===== src/rtl/bsync_tx_pkg.sv =====
package bsync_tx_pkg;
  typedef enum logic [2:0] {
    ST_IDLE = 3'd0,
    ST_SYN1 = 3'd1,
    ST_SYN2 = 3'd2,
    ST_DATA = 3'd3,
    ST_CRC  = 3'd4
  } tx_state_e;

  localparam int unsigned FLAG_UDR = 0;
  localparam int unsigned FLAG_EOM = 1;
  localparam int unsigned N_FLAGS  = 2;
endpackage


===== src/rtl/bstx_holdbuf.sv =====
module bstx_holdbuf #(
  parameter int unsigned CHAR_W = 8
) (
  input  logic              clk,
  input  logic              rst_n,
  input  logic              tx_en,
  input  logic              udr_flag,
  input  logic              s_valid,
  input  logic [CHAR_W-1:0] s_data,
  output logic              s_ready,
  input  logic              take,
  output logic              full,
  output logic [CHAR_W-1:0] data
);
  logic accept;

  assign s_ready = !full && tx_en && !udr_flag;
  assign accept  = s_valid && s_ready;

  always_ff @(posedge clk) begin
    if (!rst_n) begin
      full <= 1'b0;
      data <= '0;
    end else begin
      if (take) full <= 1'b0;
      if (accept) begin
        full <= 1'b1;
        data <= s_data;
      end
    end
  end

  // an accepted byte occupies the buffer on the next cycle
  p_no_overflow_r4: assert property (@(posedge clk) disable iff (!rst_n)
    (s_valid && s_ready) |=> full);

  // a held byte is never altered while it waits
  p_hold_stable_r4: assert property (@(posedge clk) disable iff (!rst_n)
    (full && !take) |=> (full && $stable(data)));
endmodule


===== src/rtl/bstx_crc.sv =====
module bstx_crc #(
  parameter int unsigned CRC_W    = 16,
  parameter logic [CRC_W-1:0] CRC_POLY = 16'h1021,
  parameter logic [CRC_W-1:0] CRC_INIT = 16'hFFFF
) (
  input  logic             clk,
  input  logic             rst_n,
  input  logic             init,
  input  logic             step,
  input  logic             din,
  output logic [CRC_W-1:0] crc
);
  logic             fb;
  logic [CRC_W-1:0] shifted;

  assign fb      = crc[CRC_W-1] ^ din;
  assign shifted = {crc[CRC_W-2:0], 1'b0};

  always_ff @(posedge clk) begin
    if (!rst_n)    crc <= CRC_INIT;
    else if (init) crc <= CRC_INIT;
    else if (step) crc <= fb ? (shifted ^ CRC_POLY) : shifted;
  end

  // preset and update never coincide
  p_init_step_r5: assert property (@(posedge clk) disable iff (!rst_n)
    !(init && step));
endmodule


===== src/rtl/bstx_seq.sv =====
module bstx_seq
  import bsync_tx_pkg::*;
#(
  parameter int unsigned CHAR_W = 8,
  parameter int unsigned CRC_W  = 16
) (
  input  logic              clk,
  input  logic              rst_n,
  input  logic              bit_en,
  input  logic              tx_en,
  input  logic              crc_en,
  input  logic              udr_crc_en,
  input  logic              idle_sel,
  input  logic [CHAR_W-1:0] idle_pat,
  input  logic [CHAR_W-1:0] sync_a,
  input  logic [CHAR_W-1:0] sync_b,
  input  logic              buf_full,
  input  logic [CHAR_W-1:0] buf_data,
  input  logic              eom_cmd,
  input  logic              udr_flag,
  input  logic [CRC_W-1:0]  crc_val,
  output logic              take,
  output logic              crc_init,
  output logic              crc_step,
  output logic              crc_bit,
  output logic              ev_udr,
  output logic              ev_eom,
  output logic              txd
);
  localparam int unsigned MAX_LEN = (CRC_W > CHAR_W) ? CRC_W : CHAR_W;
  localparam int unsigned CNT_W   = $clog2(MAX_LEN);
  localparam int unsigned IDX_W   = $clog2(CHAR_W);

  tx_state_e         state, nxt_state;
  logic [CNT_W-1:0]  bcnt;
  logic [CHAR_W-1:0] shreg, load_val;
  logic              eom_pend;
  logic              active, eom_now, last, char_end, cur_bit, consume;
  logic [IDX_W-1:0]  cidx;
  logic [CNT_W-1:0]  crc_idx;

  assign active   = (state == ST_SYN1) || (state == ST_SYN2) || (state == ST_DATA);
  assign eom_now  = eom_pend || (eom_cmd && active);
  assign last     = (state == ST_CRC) ? (bcnt == CNT_W'(CRC_W - 1))
                                      : (bcnt == CNT_W'(CHAR_W - 1));
  assign char_end = bit_en && last;
  assign cidx     = bcnt[IDX_W-1:0];
  assign crc_idx  = CNT_W'(CRC_W - 1) - bcnt;
  assign crc_step = bit_en && (state == ST_DATA);
  assign crc_bit  = shreg[cidx];

  always_comb begin
    case (state)
      ST_IDLE: cur_bit = idle_sel ? idle_pat[cidx] : 1'b1;
      ST_CRC:  cur_bit = crc_val[crc_idx];
      default: cur_bit = shreg[cidx];
    endcase
  end

  always_comb begin
    nxt_state = state;
    load_val  = shreg;
    take      = 1'b0;
    crc_init  = 1'b0;
    ev_udr    = 1'b0;
    ev_eom    = 1'b0;
    consume   = 1'b0;
    if (char_end) begin
      case (state)
        ST_IDLE: begin
          if (buf_full && !udr_flag && tx_en) begin
            nxt_state = ST_SYN1;
            load_val  = sync_a;
          end
        end
        ST_SYN1: begin
          nxt_state = ST_SYN2;
          load_val  = sync_b;
        end
        ST_SYN2: begin
          nxt_state = ST_DATA;
          load_val  = buf_data;
          take      = 1'b1;
          crc_init  = 1'b1;
        end
        ST_DATA: begin
          if (buf_full) begin
            load_val = buf_data;
            take     = 1'b1;
          end else if (eom_now) begin
            consume   = 1'b1;
            nxt_state = crc_en ? ST_CRC : ST_IDLE;
            ev_eom    = !crc_en;
          end else begin
            consume   = 1'b1;
            ev_udr    = 1'b1;
            nxt_state = (udr_crc_en && crc_en) ? ST_CRC : ST_IDLE;
            ev_eom    = udr_crc_en && !crc_en;
          end
        end
        ST_CRC:  nxt_state = ST_IDLE;
        default: nxt_state = ST_IDLE;
      endcase
    end
  end

  always_ff @(posedge clk) begin
    if (!rst_n) begin
      state    <= ST_IDLE;
      bcnt     <= '0;
      shreg    <= '0;
      eom_pend <= 1'b0;
      txd      <= 1'b1;
    end else begin
      state <= nxt_state;
      shreg <= load_val;
      if (bit_en) begin
        txd  <= cur_bit;
        bcnt <= last ? '0 : bcnt + CNT_W'(1);
      end
      if (consume)               eom_pend <= 1'b0;
      else if (eom_cmd && active) eom_pend <= 1'b1;
    end
  end

  // a marking idle line stays high after each idle bit
  p_idle_mark_r2: assert property (@(posedge clk) disable iff (!rst_n)
    (bit_en && state == ST_IDLE && !idle_sel) |=> txd);

  // no message starts while the underrun flag is up
  p_hold_in_udr_r9: assert property (@(posedge clk) disable iff (!rst_n)
    (state == ST_IDLE && udr_flag) |=> (state == ST_IDLE));

  // the buffer is only drained when it holds a byte
  p_take_full_r3: assert property (@(posedge clk) disable iff (!rst_n)
    take |-> buf_full);

  // the line moves only on bit enables
  p_txd_on_bit_r3: assert property (@(posedge clk) disable iff (!rst_n)
    !bit_en |=> $stable(txd));
endmodule


===== src/rtl/bstx_status.sv =====
module bstx_status
  import bsync_tx_pkg::*;
(
  input  logic               clk,
  input  logic               rst_n,
  input  logic [N_FLAGS-1:0] set,
  input  logic [N_FLAGS-1:0] clr,
  input  logic [N_FLAGS-1:0] ie,
  output logic [N_FLAGS-1:0] flags,
  output logic               irq
);
  for (genvar g = 0; g < N_FLAGS; g++) begin : g_flag
    always_ff @(posedge clk) begin
      if (!rst_n)      flags[g] <= 1'b0;
      else if (set[g]) flags[g] <= 1'b1;
      else if (clr[g]) flags[g] <= 1'b0;
    end

    // R12 (and R9 for the underrun flag): only a clear pulse drops a flag
    p_flag_sticky_r12: assert property (@(posedge clk) disable iff (!rst_n)
      (flags[g] && !clr[g]) |=> flags[g]);

    // an event always leaves its flag set
    p_flag_set_r7: assert property (@(posedge clk) disable iff (!rst_n)
      set[g] |=> flags[g]);
  end

  assign irq = |(flags & ie);
endmodule


===== src/rtl/bsync_tx.sv =====
module bsync_tx
  import bsync_tx_pkg::*;
#(
  parameter int unsigned CHAR_W = 8,
  parameter int unsigned CRC_W  = 16,
  parameter logic [CRC_W-1:0] CRC_POLY = 16'h1021,
  parameter logic [CRC_W-1:0] CRC_INIT = 16'hFFFF
) (
  input  logic              clk,
  input  logic              rst_n,
  input  logic              tx_en,
  input  logic              bit_en,
  input  logic              crc_en,
  input  logic              udr_crc_en,
  input  logic              idle_sel,
  input  logic [CHAR_W-1:0] idle_pat,
  input  logic [CHAR_W-1:0] sync_a,
  input  logic [CHAR_W-1:0] sync_b,
  input  logic              udr_ie,
  input  logic              eom_ie,
  input  logic              s_valid,
  input  logic [CHAR_W-1:0] s_data,
  output logic              s_ready,
  input  logic              eom_cmd,
  input  logic [1:0]        st_clr,
  output logic              txd,
  output logic              udr_flag,
  output logic              eom_flag,
  output logic              irq
);
  logic              take, buf_full;
  logic [CHAR_W-1:0] buf_data;
  logic              crc_init, crc_step, crc_bit;
  logic [CRC_W-1:0]  crc_val;
  logic              ev_udr, ev_eom;
  logic [N_FLAGS-1:0] flags;

  bstx_holdbuf #(.CHAR_W(CHAR_W)) u_buf (
    .clk(clk), .rst_n(rst_n), .tx_en(tx_en), .udr_flag(udr_flag),
    .s_valid(s_valid), .s_data(s_data), .s_ready(s_ready),
    .take(take), .full(buf_full), .data(buf_data)
  );

  bstx_crc #(.CRC_W(CRC_W), .CRC_POLY(CRC_POLY), .CRC_INIT(CRC_INIT)) u_crc (
    .clk(clk), .rst_n(rst_n), .init(crc_init), .step(crc_step),
    .din(crc_bit), .crc(crc_val)
  );

  bstx_seq #(.CHAR_W(CHAR_W), .CRC_W(CRC_W)) u_seq (
    .clk(clk), .rst_n(rst_n), .bit_en(bit_en), .tx_en(tx_en),
    .crc_en(crc_en), .udr_crc_en(udr_crc_en), .idle_sel(idle_sel),
    .idle_pat(idle_pat), .sync_a(sync_a), .sync_b(sync_b),
    .buf_full(buf_full), .buf_data(buf_data), .eom_cmd(eom_cmd),
    .udr_flag(udr_flag), .crc_val(crc_val), .take(take),
    .crc_init(crc_init), .crc_step(crc_step), .crc_bit(crc_bit),
    .ev_udr(ev_udr), .ev_eom(ev_eom), .txd(txd)
  );

  bstx_status u_stat (
    .clk(clk), .rst_n(rst_n),
    .set({ev_eom, ev_udr}), .clr(st_clr), .ie({eom_ie, udr_ie}),
    .flags(flags), .irq(irq)
  );

  assign udr_flag = flags[FLAG_UDR];
  assign eom_flag = flags[FLAG_EOM];

  // an underrun closes the input stream on the following cycle
  p_udr_closes_r7: assert property (@(posedge clk) disable iff (!rst_n)
    ev_udr |=> !s_ready);
endmodule


===== config.mk =====
export PLATFORM = sky130hd
export DESIGN_NAME = bsync_tx
export DESIGN_NICKNAME = d
export VERILOG_FILES = /design/src/rtl/bsync_tx_pkg.sv /design/src/rtl/bstx_holdbuf.sv /design/src/rtl/bstx_crc.sv /design/src/rtl/bstx_seq.sv /design/src/rtl/bstx_status.sv /design/src/rtl/bsync_tx.sv
export SDC_FILE = /design/constraint.sdc
export NUM_CORES = 1
export LEC_CHECK = 0
export BUFFER_PORTS_ARGS = -buffer_cell sky130_fd_sc_hd__buf_2
export CORE_MARGIN = 2
export CORE_UTILIZATION = 54
export DETAILED_ROUTE_END_ITERATION = 10
export PLACE_DENSITY = 0.9
export SYNTH_ARGS = -nofsm -noshare
export SYNTH_HDL_FRONTEND = slang
export SYNTH_SLANG_ARGS = --single-unit

===== constraint.sdc =====
create_clock -name clk -period 2.4 [get_ports clk]
set_input_delay 0.36 -clock clk [delete_from_list [all_inputs] [get_ports clk]]
set_output_delay 0.36 -clock clk [all_outputs]
set_load 0.02 [all_outputs]

==> results of run 1 <==
-- metrics by stage --
step / hold slack, ns / total power, mW / utilization [%] / worst slack (ns) / std cells
floorplan: 0.443 / 0.844 / - / 0.629 / 274
global placement: 0.451 / 0.901 / 64.1 / 0.456 / 362
detailed placement: 0.457 / 0.906 / 64.1 / 0.305 / 362
CTS: 0.295 / 1.38 / 66.4 / 0.252 / 370
global route: 0.293 / 1.43 / 66.4 / 0.0382 / 370
finish: 0.299 / 1.37 / 66.4 / 0.220 / 370
-- path summary, 6_finish.rpt --
check	endpoint	cells after the start	startpoint	slack (ns)
min reg2reg	u_buf.data[7]	2	u_buf.data[7]	0.47
max	u_seq.state[2]	5	u_seq.state[1]	0.22
max reg2reg	u_seq.state[2]	5	u_seq.state[1]	0.22
min	u_buf.data[0]	3	s_data[0]	0.30
-- state kept, by name, indices dropped and copies added, names as in the netlist --
signal,flops
u_seq.state,3
u_buf.data,8
u_seq.eom_pend,1
u_seq.txd,1
u_seq.shreg,8
u_crc.crc,16
u_seq.bcnt,4
u_buf.full,1
u_stat.flags,2
-- cell families (layout without fill, tap and decap cells) --
family | Yosys count | after routing | synth area share [%]
buf+inv | 25 | 71 | 4.96
compound gates | 78 | 78 | 23.6
xor+xnor | 5 | 5 | 3.36
mux | 13 | 13 | 7.84
simple gates | 108 | 108 | 22.1
flops | 44 | 44 | 37.6
fa+ha+maj | 1 | 1 | 0.534
-- worst max-delay path: stages, from the launching register on --
cell	delay [ns]
dfxtp_1	0.59
nor3b_2	0.13
xnor2_2	0.31
and4_1	0.46
o21ai_0	0.21
o41ai_1	0.37
-- final cells by class --
| type | count | share of cell area, % |
|---|---|---|
| clock buffers | 7 | 3.18 |
| inverters | 6 | 0.830 |
| multi-input cells | 205 | 49.7 |
| well taps | 50 | 2.31 |
| repair buffers | 57 | 11.3 |
| flip-flops and latches | 44 | 32.5 |
| clock inverters | 1 | 0.277 |
-- where the power goes --
| group | internal, mW | switching, mW | total (mW) |
|---|---|---|---|
| clock | 0.234 | 0.249 | 0.483 |
| combinational | 0.0700 | 0.0701 | 0.140 |
| sequential | 0.740 | 0.00867 | 0.749 |
-- Yosys cell counts (2+ instances only) --
library cell / count
a22oi_1: 16
clkbuf_1: 13
o21ai_0: 19
nor2_1: 7
mux4_2: 4
a21boi_0: 18
dfxtp_1: 44
buf_2: 3
nand3_1: 24
nor2b_1: 7
buf_6: 2
and2_1: 5
a2bb2oi_1: 2
nand4_1: 2
mux2i_1: 6
xnor2_1: 2
and3_1: 3
inv_1: 5
a21oi_1: 3
o211ai_1: 3
mux2_2: 3
xnor3_1: 2
nand2_1: 52
-- routing by layer --
metal | vias up | part of all wire, %
met3 | 6 | 4.7
met4 | 0 | 1.2
met5 | - | 0
li1 | 1077 | -
met2 | 64 | 50
met1 | 1016 | 44
==> results.cfg, run 1 <==
[status]
status = completed

[worst_setup_path]
cp_max_fo = 14
worst_ep_required_time_ns = 2.59
worst_ep_arrival_time_ns = 2.37
crit_path_end_kind = flip-flop
start_kind = flip-flop
crit_type = reg2reg

[final_layout]
antenna_cells = 0
final_layout_size_suffix_gt1_share_pct = 24.4
final_common_cell = nand2_1
seq_area_um2 = 881
stdcell_area_mm2 = 0.00271
mostFrequentLayoutCells = nand2_1, buf_2, dfxtp_1
multiInputGateArea_mm2 = 0.00135
num-nets-final = 365
nFillCells = 344
syn2layout_area_growth_pct = 15.7

[floorplanning]
io_pins = 50
die_h_um = 69.9
rows = 23
die_x_um = 69.9
dieArea_mm2 = 0.00489
core_mm2 = 0.00409
start_util_pct = 57.4

[sta]
max-slew-margin-rel_pct = 52.1
setup-tns-final_ns = 0
fmax_mhz = 459
rsz0062_at_grt = false
finalClockSkew_ns = 0.00907
drv_slew = 0
final.period_utilization_pct = 90.8
finalHoldViolations = 0
fin_crit_ns = 2.18
setup-violations-final = 0
tightest_slew_ns = 0.716

[synth]
synthFlopType = dfxtp_1
yosys_warnings = 0
async_flop_share_pct = 0
ys_seq_area_share_pct = 37.6
synth_nets = 320
syn_area_per_cell_um2 = 8.56
ys_ff_latch = 44
synth.cell_area_mm2 = 0.00234
synth.top_cell.area_share_pct = 37.6
synth_edf_count = 0
synth_cell_types = 52
syn-instance-count = 274
synth_area_leaders = dfxtp_1, nand2_1, a21boi_0
yosys.area.top_type = dfxtp_1

[placed_design]
io_buffers = 49
hpwl_um = 4070
gp_congestion = 0.825
place_area_mm2 = 0.00262

[pwr]
leakagePower_nw = 1.12
p_per_area_mw_per_mm2 = 506
vdd_drop_max_uv = 449

[grt]
grtUsageMet3_pct = 6.06
antenna_found_initial = 0
grt_pass1_wl_um = 9110
grtUsageMet1_pct = 26.6
busiest_layer = met2
grt_overflow = 0
grt_use_met2_pct = 40.6
grt_pass1_vias = 2143
grt_max_degree = 32
track_usage_pct = 23.0

[clocking]
htreeDepth = 2
clk_path_buf_depth = 2
hold_buffers = 0
worstSkewPairLatency_ns = 0.30
cts-root-buf = clkbuf_8
clkTransAtPathRegs_ns = 0.08
cts_buffers = 5
postCtsSetupRepairBufs = 0
cts_resized = 0
cts_sinks = 44
cts_tree = yes

[routing]
ant_nets = 0
routed_wirelength_um = 5420
num_vias = 2163
via_per_inst = 5.85
drc = 0
drt_iter0_drc = 108
drtPass1Iterations = 4
wl_per_cell_um = 14.7

[flow_run]
maxCapViolations = 0

[hold_path]
holdCritPathClass = in2reg
Note: power is estimated with default switching activity, not from simulation.
==> inputs of run 2 (changes only) <==
--- a/config.mk
+++ b/config.mk
@@ -7,9 +7,9 @@
 export LEC_CHECK = 0
 export BUFFER_PORTS_ARGS = -buffer_cell sky130_fd_sc_hd__buf_2
 export CORE_MARGIN = 2
-export CORE_UTILIZATION = 54
+export CORE_UTILIZATION = 49
 export DETAILED_ROUTE_END_ITERATION = 10
-export PLACE_DENSITY = 0.9
+export PLACE_DENSITY = 0.87
 export SYNTH_ARGS = -nofsm -noshare
 export SYNTH_HDL_FRONTEND = slang
 export SYNTH_SLANG_ARGS = --single-unit
==> constraint.sdc (replaced) <==
create_clock -name clk -period 1.75 [get_ports clk]
set_input_delay 0.2625 -clock clk [delete_from_list [all_inputs] [get_ports clk]]
set_output_delay 0.2625 -clock clk [all_outputs]
set_load 0.02 [all_outputs]
==> results.cfg, run 2 (same netlist as run 1, synthesis figures left out) <==
[floorplanning]
rows = 25
dieArea_mm2 = 0.00535
start_util_pct = 50.3
core_mm2 = 0.00466
die_h_um = 73.2
io_pins = 50
die_x_um = 73.2

[placed_design]
dp_slack_ns = -0.0105
hpwl_um = 4110
io_buffers = 49
gp_congestion = 0.908

[routing]
via_per_inst = 5.81
drt_iter0_drc = 157
drtPass1Iterations = 4
wl_per_cell_um = 15.3
routed_wirelength_um = 5980
num_vias = 2272
ant_nets = 0
drc = 0

[clocking]
worstSkewPairLatency_ns = 0.30
cts_buffers = 5
hold_buffers = 0
cts_tree = yes
cts-root-buf = clkbuf_8
htreeDepth = 2
clkTransAtPathRegs_ns = 0.08
cts_sinks = 44
clk_path_buf_depth = 2

[grt]
grt_pass1_vias = 2043
grt_max_degree = 32
grt_pass1_wl_um = 9530
track_usage_pct = 22.7
antenna_found_initial = 0
grt_overflow = 0

[final_layout]
mostFrequentLayoutCells = nand2_1, buf_2, dfxtp_1
antenna_cells = 0
final_common_cell = nand2_1
final_layout_size_suffix_gt1_share_pct = 29.7
num-nets-final = 382
largest_reg_flops = 16
seq_area_um2 = 882
multiInputGateArea_mm2 = 0.00137
syn2layout_area_growth_pct = 23.4
nFillCells = 403
regMostFlops = u_crc.crc
top_regs = u_crc.crc x16, u_buf.data x8, u_seq.shreg x8

[sta]
fin_crit_ns = 1.72
setup-tns-final_ns = 0
rsz0062_at_grt = true
finalClockSkew_ns = 0.00670
finalHoldViolations = 0
final.period_utilization_pct = 98.4
fmax_mhz = 581
max-slew-margin-rel_pct = 68.6
setup-violations-final = 0
tightest_slew_ns = 0.470
drv_slew = 0
layout_setup_ws_ns = 0.0281

[pwr]
power.total_mw = 1.99
p_per_area_mw_per_mm2 = 689
vdd_drop_max_uv = 378
leakagePower_nw = 1.22

[flow_run]
maxCapViolations = 0

[worst_setup_path]
crit_path_end_kind = flip-flop
worst_ep_arrival_time_ns = 1.96
crit_type = reg2reg
worstSetupStartpoint = u_seq.state[2]
start_kind = flip-flop
worst_ep_required_time_ns = 1.99
timing.rr.start = u_seq.state[2]
cp_max_fo = 16

[hold_path]
min-delay-start = s_data[3]
holdCritPathClass = in2reg

[status]
status = completed
[run 2: final timing paths]
kind                     endpoint  slack (ns)  cells after the start
hold / removal      u_buf.data[3]        0.21                      3
setup reg to reg  u_stat.flags[1]        0.03                      6
hold reg to reg     u_buf.data[3]        0.46                      2
setup / recovery  u_stat.flags[1]        0.03                      6
[run 2: per-layer routing]
layer | share of wire (%) | GRT usage (%) | vias up
met4 | 1.7 | 9.47 | 0
li1 | - | - | 1116
met5 | 0 | 0 | -
met1 | 42 | 29.6 | 1060
met2 | 50 | 36.0 | 84
met3 | 5.9 | 5.25 | 12
[run 2: layout make-up]
type | instances | area share, %
Timing Repair Buffer | 74 | 15.5
Clock inverter | 2 | 1.21
Clock buffer | 6 | 2.51
Inverter | 6 | 0.778
Tap cell | 54 | 2.33
Multi-Input combinational cell | 205 | 47.2
Sequential cell | 44 | 30.5
[run 2: report_power, final]
group	switching [mW]	total, mW	internal (mW)
clock network	0.335	0.759	0.424
logic	0.0975	0.205	0.108
registers	0.0138	1.03	1.02
[run 2: through the flow]
step,area [um^2],instances,hold slack (ns),utilization [%]
after floorplan,2340,274,0.399,-
after global placement,2730,378,0.451,58.5
after detailed placement,2730,378,0.459,58.5
after CTS,2840,386,0.195,60.9
after global routing,2890,391,0.213,62.1
final,2890,391,0.206,62.1
[run 2: what timing repair did]
item,4_1_cts,5_1_grt
pin swaps,0,3
gates resized for setup,3,6
endpoints found under the hold margin,0,0
endpoints found under the setup margin,6,10
setup buffers,0,5
[run 2: critical path: stages, from the launching register on]
cell and delay, ns:
dfxtp_1 0.32, buf_4 0.20, nand3b_1 0.32, nor2_2 0.23, nand4_1 0.19, o32ai_1 0.24, and2_1 0.15
==> inputs of run 3 (changes only) <==
--- a/config.mk
+++ b/config.mk
@@ -5,7 +5,7 @@
 export SDC_FILE = /design/constraint.sdc
 export NUM_CORES = 1
 export LEC_CHECK = 0
-export BUFFER_PORTS_ARGS = -buffer_cell sky130_fd_sc_hd__buf_2
+export BUFFER_PORTS_ARGS = -buffer_cell sky130_fd_sc_hd__clkbuf_2
 export CORE_MARGIN = 2
 export CORE_UTILIZATION = 49
 export DETAILED_ROUTE_END_ITERATION = 10
==> results.cfg, run 3 (same netlist as run 1, synthesis figures left out) <==
[sta]
max-slew-margin-rel_pct = 71.7
layout_setup_ws_ns = 0.0891
finalClockSkew_ns = 0.00919
rsz0062_at_grt = true
fin_crit_ns = 1.66
drv_slew = 0
tightest_slew_ns = 0.423
setup-violations-final = 0
fmax_mhz = 602
final.period_utilization_pct = 94.9
finalHoldViolations = 0
setup-tns-final_ns = 0

[hold_path]
worstHoldPathCells = 3
holdCritPathClass = in2reg

[clocking]
cts-root-buf = clkbuf_8
worstSkewPairLatency_ns = 0.30
cts_buffers = 5
htreeDepth = 2
clk_path_buf_depth = 2
cts_tree = yes
cts_sinks = 44
hold_buffers = 0
clkTransAtPathRegs_ns = 0.08

[pwr]
vdd_drop_max_uv = 397
leakagePower_nw = 1.20
p_per_area_mw_per_mm2 = 701

[floorplanning]
io_pins = 50
start_util_pct = 50.3
die_h_um = 73.2
dieArea_mm2 = 0.00535
rows = 25
die_x_um = 73.2
core_mm2 = 0.00466

[placed_design]
hpwl_um = 4210
io_buffers = 49
gp_congestion = 0.889
dp_slack_ns = 0.0138

[worst_setup_path]
start_kind = flip-flop
worst_ep_arrival_time_ns = 1.90
r2r_cells = 6
cp_max_fo = 12
worst_ep_required_time_ns = 1.99
worst_path_dominant_cell_family = simple AND/OR/NAND/NOR gates
crit_path_end_kind = flip-flop
slowest_delay_ns = 0.42
crit_type = reg2reg
critical_path_depth = 6
cp_slowest_cell = dfxtp_1
crit_buf_inv = 1
crit_chain = buf_4 > nand3b_1 > nor2_2 > nand4_1 > o32ai_1 > and2_1

[routing]
drc = 0
num_vias = 2252
routed_wirelength_um = 5650
ant_nets = 0
drtPass1Iterations = 5
via_per_inst = 5.85
drt_iter0_drc = 209
wl_per_cell_um = 14.7

[grt]
grt_pass1_vias = 2166
busiest_layer = met2
grt_max_degree = 20
antenna_found_initial = 0
grt_pass1_wl_um = 9740
grtUsageMet3_pct = 4.42
grt_use_met2_pct = 36.0
grt_overflow = 0
track_usage_pct = 22.8
grtUsageMet1_pct = 30.9

[final_layout]
regMostFlops = u_crc.crc
top_regs = u_crc.crc x16, u_buf.data x8, u_seq.shreg x8
largest_reg_flops = 16
final_layout_size_suffix_gt1_share_pct = 28.1
num-nets-final = 376
antenna_cells = 0
final_common_cell = nand2_1
mostFrequentLayoutCells = nand2_1, clkbuf_2, dfxtp_1
syn2layout_area_growth_pct = 21.5

[status]
status = completed

[flow_run]
maxCapViolations = 0
run 3: timing repair:
| item | CTS | global route |
|---|---|---|
| endpoints found under the setup margin | 0 | 24 |
| setup buffers | 0 | 0 |
| gates resized for setup | 0 | 7 |
run 3: through the flow:
stage	utilization, %	instances	cell area, um^2	hold slack (ns)	total power, mW
floorplan	-	274	2340	0.399	1.16
global placement	58.3	377	2720	0.452	1.24
detailed placement	58.3	377	2720	0.458	1.25
CTS	60.6	385	2830	0.185	2.01
global route	61.1	385	2850	0.187	2.08
finish	61.1	385	2850	0.187	2.00
run 3: layout make-up:
cell class / count / area (um^2)
clock inverters: 2 / 35.0
well taps: 54 / 67.6
repair buffers: 68 / 404
inverters: 6 / 22.5
fillers: 407 / 1810
multi-input cells: 205 / 1360
clock buffers: 6 / 72.6
flip-flops and latches: 44 / 882
run 3: routing by layer:
metal,vias up,wire [um]
li1,1104,-
met1,1054,2530
met2,87,2720
met3,7,337
met4,0,63
met5,-,0
run 3: final timing paths:
path | from | slack [ns] | end
setup / recovery | u_seq.state[1] | 0.09 | u_stat.flags[1]
hold reg to reg | u_buf.data[6] | 0.47 | u_buf.data[6]
setup reg to reg | u_seq.state[1] | 0.09 | u_stat.flags[1]
hold / removal | s_data[6] | 0.19 | u_buf.data[6]
run 3: report_power, final:
part / internal [mW] / leakage [nW] / switching (mW) / total [mW]
sequential: 1.02 / 0.357 / 0.0130 / 1.03
combinational: 0.106 / 0.784 / 0.0950 / 0.201
clock: 0.424 / 0.0552 / 0.343 / 0.767
total: 1.55 / 1.20 / 0.451 / 2.00
run 3: worst min-delay path: stages:
cell and delay, ns:
clkbuf_2 0.08, nand2_1 0.04, a21boi_0 0.06
